<file path="src/rtl/spa_pkg.sv">
package spa_pkg;

  typedef enum logic [1:0] {
    SPLIT_W32  = 2'b00,
    SPLIT_W16  = 2'b01,
    SPLIT_W8   = 2'b10,
    SPLIT_RSVD = 2'b11
  } split_e;

  // Number of byte slices that make up one lane in the given split.
  function automatic int lane_bytes(input logic [1:0] mode, input int nbytes);
    case (split_e'(mode))
      SPLIT_W32: lane_bytes = nbytes;
      SPLIT_W16: lane_bytes = nbytes / 2;
      default:   lane_bytes = 1;
    endcase
  endfunction

  // Arithmetic of one slice: {carry, sum} of a + (b ^ inv) + cin.
  function automatic logic [8:0] slice_add(input logic [7:0] a, input logic [7:0] b,
                                           input logic inv, input logic cin);
    slice_add = {1'b0, a} + {1'b0, b ^ {8{inv}}} + {8'd0, cin};
  endfunction

endpackage

</file>
<file path="src/rtl/spa_lane_ctrl.sv">
module spa_lane_ctrl #(
  parameter int NUM_BYTES = 4
) (
  input  logic [1:0]           mode,
  output logic [NUM_BYTES-1:0] start_mask,
  output logic [NUM_BYTES-1:0] top_mask
);
  int lb_w;
  assign lb_w = spa_pkg::lane_bytes(mode, NUM_BYTES);

  always_comb begin
    for (int i = 0; i < NUM_BYTES; i++) begin
      start_mask[i] = ((i % lb_w) == 0);
      top_mask[i]   = ((i % lb_w) == (lb_w - 1));
    end
  end
endmodule

</file>
<file path="src/rtl/spa_slice_chain.sv">
module spa_slice_chain #(
  parameter int BYTE_W    = 8,
  parameter int NUM_BYTES = 4,
  localparam int DATA_W   = BYTE_W * NUM_BYTES
) (
  input  logic [DATA_W-1:0]    a,
  input  logic [DATA_W-1:0]    b,
  input  logic                 sub,
  input  logic [NUM_BYTES-1:0] start_mask,
  output logic [DATA_W-1:0]    sum,
  output logic [NUM_BYTES-1:0] byte_cout,
  output logic [NUM_BYTES-1:0] slice_cin
);
  logic [NUM_BYTES:0] ripple;
  assign ripple[0] = sub;

  for (genvar g = 0; g < NUM_BYTES; g++) begin : g_slice
    logic [BYTE_W-1:0] a_s, b_s;
    logic [BYTE_W:0]   tot;
    assign slice_cin[g] = start_mask[g] ? sub : ripple[g];
    assign a_s = a[g*BYTE_W +: BYTE_W];
    assign b_s = b[g*BYTE_W +: BYTE_W] ^ {BYTE_W{sub}};
    assign tot = {1'b0, a_s} + {1'b0, b_s} + {{BYTE_W{1'b0}}, slice_cin[g]};
    assign sum[g*BYTE_W +: BYTE_W] = tot[BYTE_W-1:0];
    assign ripple[g+1] = tot[BYTE_W];
  end

  assign byte_cout = ripple[NUM_BYTES:1];
endmodule

</file>
<file path="src/rtl/spa_out_reg.sv">
module spa_out_reg #(
  parameter int DATA_W  = 32,
  parameter int FLAG_W  = 4
) (
  input  logic              clk,
  input  logic              rst,
  input  logic              d_valid,
  input  logic [DATA_W-1:0] d_sum,
  input  logic [FLAG_W-1:0] d_flags,
  output logic              q_valid,
  output logic [DATA_W-1:0] q_sum,
  output logic [FLAG_W-1:0] q_flags
);
  always_ff @(posedge clk) begin
    if (rst) begin
      q_valid <= 1'b0;
      q_sum   <= '0;
      q_flags <= '0;
    end else begin
      q_valid <= d_valid;
      if (d_valid) begin
        q_sum   <= d_sum;
        q_flags <= d_flags;
      end
    end
  end

  p_hold_idle_r8: assert property (@(posedge clk) disable iff (rst)
    !d_valid |=> ($stable(q_sum) && $stable(q_flags)));

  p_reset_clear_r9: assert property (@(posedge clk)
    rst |=> (q_sum == '0 && q_flags == '0 && !q_valid));
endmodule

</file>
<file path="src/rtl/simd_packed_adder.sv">
module simd_packed_adder #(
  parameter int BYTE_W    = 8,
  parameter int NUM_BYTES = 4,
  localparam int DATA_W   = BYTE_W * NUM_BYTES,
  localparam int HALF_W   = DATA_W / 2
) (
  input  logic                 clk,
  input  logic                 rst,
  input  logic                 in_valid,
  input  logic [1:0]           in_mode,
  input  logic                 in_sub,
  input  logic [DATA_W-1:0]    in_a,
  input  logic [DATA_W-1:0]    in_b,
  output logic                 out_valid,
  output logic [DATA_W-1:0]    out_result,
  output logic [NUM_BYTES-1:0] out_flags
);
  logic [NUM_BYTES-1:0] start_mask, top_mask;
  logic [NUM_BYTES-1:0] byte_cout, slice_cin;
  logic [DATA_W-1:0]    raw_sum;
  logic [NUM_BYTES-1:0] lane_flags;

  spa_lane_ctrl #(.NUM_BYTES(NUM_BYTES)) u_ctrl (
    .mode(in_mode), .start_mask(start_mask), .top_mask(top_mask)
  );

  spa_slice_chain #(.BYTE_W(BYTE_W), .NUM_BYTES(NUM_BYTES)) u_chain (
    .a(in_a), .b(in_b), .sub(in_sub), .start_mask(start_mask),
    .sum(raw_sum), .byte_cout(byte_cout), .slice_cin(slice_cin)
  );

  assign lane_flags = byte_cout & top_mask;

  spa_out_reg #(.DATA_W(DATA_W), .FLAG_W(NUM_BYTES)) u_oreg (
    .clk(clk), .rst(rst), .d_valid(in_valid), .d_sum(raw_sum), .d_flags(lane_flags),
    .q_valid(out_valid), .q_sum(out_result), .q_flags(out_flags)
  );

  // A lane start above byte 0 must see the lane carry-in, never the neighbour's carry.
  p_boundary_cut_r2: assert property (@(posedge clk) disable iff (rst)
    (in_valid && start_mask[NUM_BYTES/2]) |-> (slice_cin[NUM_BYTES/2] == in_sub));

  p_latency_r7: assert property (@(posedge clk) disable iff (rst)
    in_valid |=> out_valid);

  p_idle_valid_r7: assert property (@(posedge clk) disable iff (rst)
    !in_valid |=> !out_valid);

  p_unused_flags_r6: assert property (@(posedge clk) disable iff (rst)
    in_valid |=> ((out_flags & ~$past(top_mask)) == '0));

  p_low_half_r2: assert property (@(posedge clk) disable iff (rst)
    (in_valid && in_mode == 2'b01) |=>
      (out_result[HALF_W-1:0] == ($past(in_a[HALF_W-1:0]) +
        ($past(in_b[HALF_W-1:0]) ^ {HALF_W{$past(in_sub)}}) + HALF_W'($past(in_sub)))));

  // Covers both 2'b10 and the reserved 2'b11.
  p_lane_cut_r3: assert property (@(posedge clk) disable iff (rst)
    (in_valid && in_mode[1]) |=>
      (out_result[2*BYTE_W-1:BYTE_W] == ($past(in_a[2*BYTE_W-1:BYTE_W]) +
        ($past(in_b[2*BYTE_W-1:BYTE_W]) ^ {BYTE_W{$past(in_sub)}}) + BYTE_W'($past(in_sub)))));
endmodule

</file>
<file path="config.mk">
export PLATFORM = sky130hd
export DESIGN_NAME = simd_packed_adder
export DESIGN_NICKNAME = d
export VERILOG_FILES = /design/src/rtl/spa_pkg.sv /design/src/rtl/spa_lane_ctrl.sv /design/src/rtl/spa_slice_chain.sv /design/src/rtl/spa_out_reg.sv /design/src/rtl/simd_packed_adder.sv
export SDC_FILE = /design/constraint.sdc
export NUM_CORES = 1
export LEC_CHECK = 0
export BUFFER_PORTS_ARGS = -buffer_cell sky130_fd_sc_hd__buf_2
export CAP_MARGIN = 10
export CELL_PAD_IN_SITES_DETAIL_PLACEMENT = 1
export CELL_PAD_IN_SITES_GLOBAL_PLACEMENT = 1
export CORE_ASPECT_RATIO = 1.1
export CORE_MARGIN = 2
export CORE_UTILIZATION = 35
export CTS_CLUSTER_SIZE = 12
export DETAILED_ROUTE_END_ITERATION = 8
export GPL_TIMING_DRIVEN = 0
export PLACE_DENSITY = 0.81
export SLEW_MARGIN = 15
export SYNTH_ARGS = -nofsm -noshare
export SYNTH_HDL_FRONTEND = slang
export SYNTH_SLANG_ARGS = --single-unit
</file>
<file path="constraint.sdc">
create_clock -name clk -period 10.28 [get_ports clk]
set_input_delay 1.542 -clock clk [delete_from_list [all_inputs] [get_ports clk]]
set_output_delay 1.542 -clock clk [all_outputs]
set_load 0.05 [all_outputs]
</file>
==> results by group <==
STA
  • Final hold violations: 0
  • WHS: 468.3 ps
  • Final Cycle Share: 84.99%
  • Final Skew: 0 ps
  • RSZ-0062 raised after global routing: false
  • Slew @ Worst Pin: 666.8 ps
  • Final min period: 8737 ps
  • Fmax: 0.1145 GHz
  • Final setup fails: 0
  • Slew Limit Headroom: 55.55%
  • Max Slew Vio Count: 0
  • Setup TNS Final: 0 ps

Setup path
  • Setup crit end kind: flip-flop
  • Worst reg-to-reg path cell count: 2
  • Max stage delay cell, worst path: fa_1
  • Max incr delay on CP: 470 ps
  • FF-to-FF End: u_oreg.q_flags[0]
  • Worst Path Required: 10520 ps
  • Critical Path Source Type: input port
  • R2r startpoint: u_oreg.q_flags[0]
  • CP dominant cell by count: fa_1
  • Crit path DAT: 8980 ps
  • Worst Path Max Fanout: 10
  • CP Class: in2reg
  • Reg-to-reg slack, setup: 9500 ps
  • Crit path to: u_oreg.q_sum[30]
  • CP Launch Point: in_sub

Synth
  • Synth Area in Compound Gates: 24.70%
  • Number of flops mapped to enable cells by yosys: 0
  • Adder-cell share of the synthesized area: 16.25%
  • Main combinational cell family by area after synthesis: compound AO/OA/AOI/OAI gates
  • Post-Syn Area per Cell: 8.363 um2
  • Synthesized instance count: 361
  • Synth Register Bits: 37
  • Synth Area in XOR/XNOR: 10.15%
  • Ys Warns: 0
  • Synthesized area: 3019 um2
  • Post-Syn Nets: 466
  • Mux contribution to synthesized area: 0.4559%
  • Top cells by area, synth: dfxtp_1, ha_1, xor2_1
  • Top FF cell, synth: dfxtp_1
  • Synth unique cells: 57
  • Area leader, netlist: dfxtp_1
  • Ys async rst share: 0%
  • Sequential area share after synthesis: 24.53%
  • Yosys top cell area share: 24.53%
  • Simple-gate share of the synthesized area: 18.15%

Clocking
  • # Post-CTS Setup Buffers: 0
  • Clock Sinks: 37
  • CTS Root Cell: clkbuf_8
  • Clock-pin transition on the worst setup and hold timing paths: 80 ps
  • CTS Buffer Depth: 2
  • Clk Latency, worst-skew pair: 300 ps
  • Post-CTS Hold Buffers: 0
  • H-tree levels: 2
  • TritonCTS clock tree: built
  • TritonCTS Buffers: 5
  • CTS resizes: 0

Power
  • Worst vdd ir: 61.48 uV
  • Leakage: 1.742 nW
  • PnR Total Power: 0.5620 mW
  • Ratio of total power to cell area: 148.3 nW/um2

GRT
  • Initial antenna violation count: 0
  • Vias in the first global route: 3387
  • Gr ovfl total: 0
  • GRT Overall Usage: 22.24%
  • First-pass GRT wire length: 16410 um
  • Largest net degree at the start of global routing: 12

Job
  • Maxcap violations: 0

Route
  • Vias per inst: 5.501
  • Routed len/inst: 17.63 um
  • Via count of the routed design: 3207
  • Routed WL: 10280 um
  • DRC viols: 0
  • DRT iter0 DRCs: 132
  • TritonRoute pass-1 iters: 4
  • Routed Antenna Nets: 0

Floorplan
  • I/O pins: 107
  • Die Wd: 92.56 um
  • Initial core utilization: 36.10%
  • # rows: 35
  • Core area: 8364 um2
  • Total die area: 9386 um2
  • Die height: 101.4 um

Layout
  • Fill cells: 1049
  • Synthesis-to-finish area growth: 25.53%
  • Layout cells sized above 1: 26.27%
  • Commonest non-fill, non-tap cell in the layout: buf_2
  • # nets final: 576
  • Diodes inserted: 0
  • Commonest cells after routing, fill and taps aside: buf_2, dfxtp_1, xor2_1, ha_1, nor2_1

Placed design
  • Global placement routability congestion: 0.8474
  • Dpl hpwl: 8088 um
  • Port Buffers: 103

Min path
  • Hold crit path type: reg2reg

Outcome
  • Status: completed
[cell usage after synthesis (5+ instances only)]
cell,number
xor2_1,28
ha_1,28
nor3_1,19
a21oi_1,15
inv_1,23
fa_1,7
xnor2_1,7
buf_2,7
nand2_1,16
o31ai_1,5
a211oi_1,12
o21ai_0,11
nor2_1,25
o211ai_1,5
clkbuf_1,11
dfxtp_1,37
nor2b_1,11
a31oi_1,7
o21a_1,16
nand3_1,16
[report_power, final]
| group | switching, mW | total, mW | internal (mW) | leakage [nW] |
|---|---|---|---|---|
| registers | 0.00987 | 0.170 | 0.160 | 0.306 |
| clock network | 0.0580 | 0.137 | 0.0792 | 0.0585 |
| logic | 0.165 | 0.255 | 0.0893 | 1.38 |
| total | 0.233 | 0.562 | 0.329 | 1.74 |
[worst max-delay path: cells and delay by family]
kind / cells / cell delay [ps]
compound gates: 14 / 2790
simple gates: 5 / 860
fa+ha+maj: 7 / 2980
xor+xnor: 1 / 250
buf+inv: 3 / 550
[metal layers]
| metal | routed length [um] | global-route usage, % |
|---|---|---|
| met1 | 4218 | 26.13 |
| met3 | 542 | 3.646 |
| met4 | 248 | 7.807 |
| met2 | 5271 | 40.93 |
| met5 | 0 | 0 |
[registers in the layout (all words and copies together) (netlist names)]
register,flops
u_oreg.q_valid,1
u_oreg.q_sum,32
u_oreg.q_flags,4
[cell type report]
class                      count  area (um2)  share of cell area [%]
buffer                        19       87.58                   2.311
clock buffer                   7       86.33                   2.278
clock inverter                 1       30.03                  0.7923
inverter                      23       86.33                   2.278
multi-input combinational    282        2105                   55.53
sequential                    37       740.7                   19.54
tap                          111       138.9                   3.665
timing repair buffer         103       515.5                   13.60
[cell families after synthesis]
logic type                 count (synthesis)
and+or+nand+nor                          108
AOI/OAI and AO/OA                        103
buffers and inverters                     42
DFF                                       37
xor gates and xnor gates                  35
adders and majority gates                 35
muxes                                      1
[metrics by stage]
stage          cells  utilization, %  cell area (um2)  setup WS, ps
2_1_floorplan    361               -             3019          2480
3_3_place_gp     575           43.92             3674          1558
3_5_place_dp     575           43.92             3674          1306
4_1_cts          583           45.31             3790          1581
5_1_grt          583           45.31             3790          1208
6_report         583           45.31             3790          1543
[worst min-delay path by stage]
| stage | cells after the start | to | startpoint | slack (ps) |
|---|---|---|---|---|
| floorplan | 2 | u_oreg.q_flags[2] | u_oreg.q_flags[2] | 680 |
| global placement | 2 | u_oreg.q_sum[11] | u_oreg.q_sum[11] | 450 |
| detailed placement | 2 | u_oreg.q_sum[19] | u_oreg.q_sum[19] | 450 |
| global route | 1 | u_oreg.q_sum[5] | u_oreg.q_sum[5] | 500 |
| CTS | 2 | u_oreg.q_sum[19] | u_oreg.q_sum[19] | 470 |
| finish | 2 | u_oreg.q_sum[19] | u_oreg.q_sum[19] | 470 |
No activity file was read; power rests on OpenSTA's default activity.
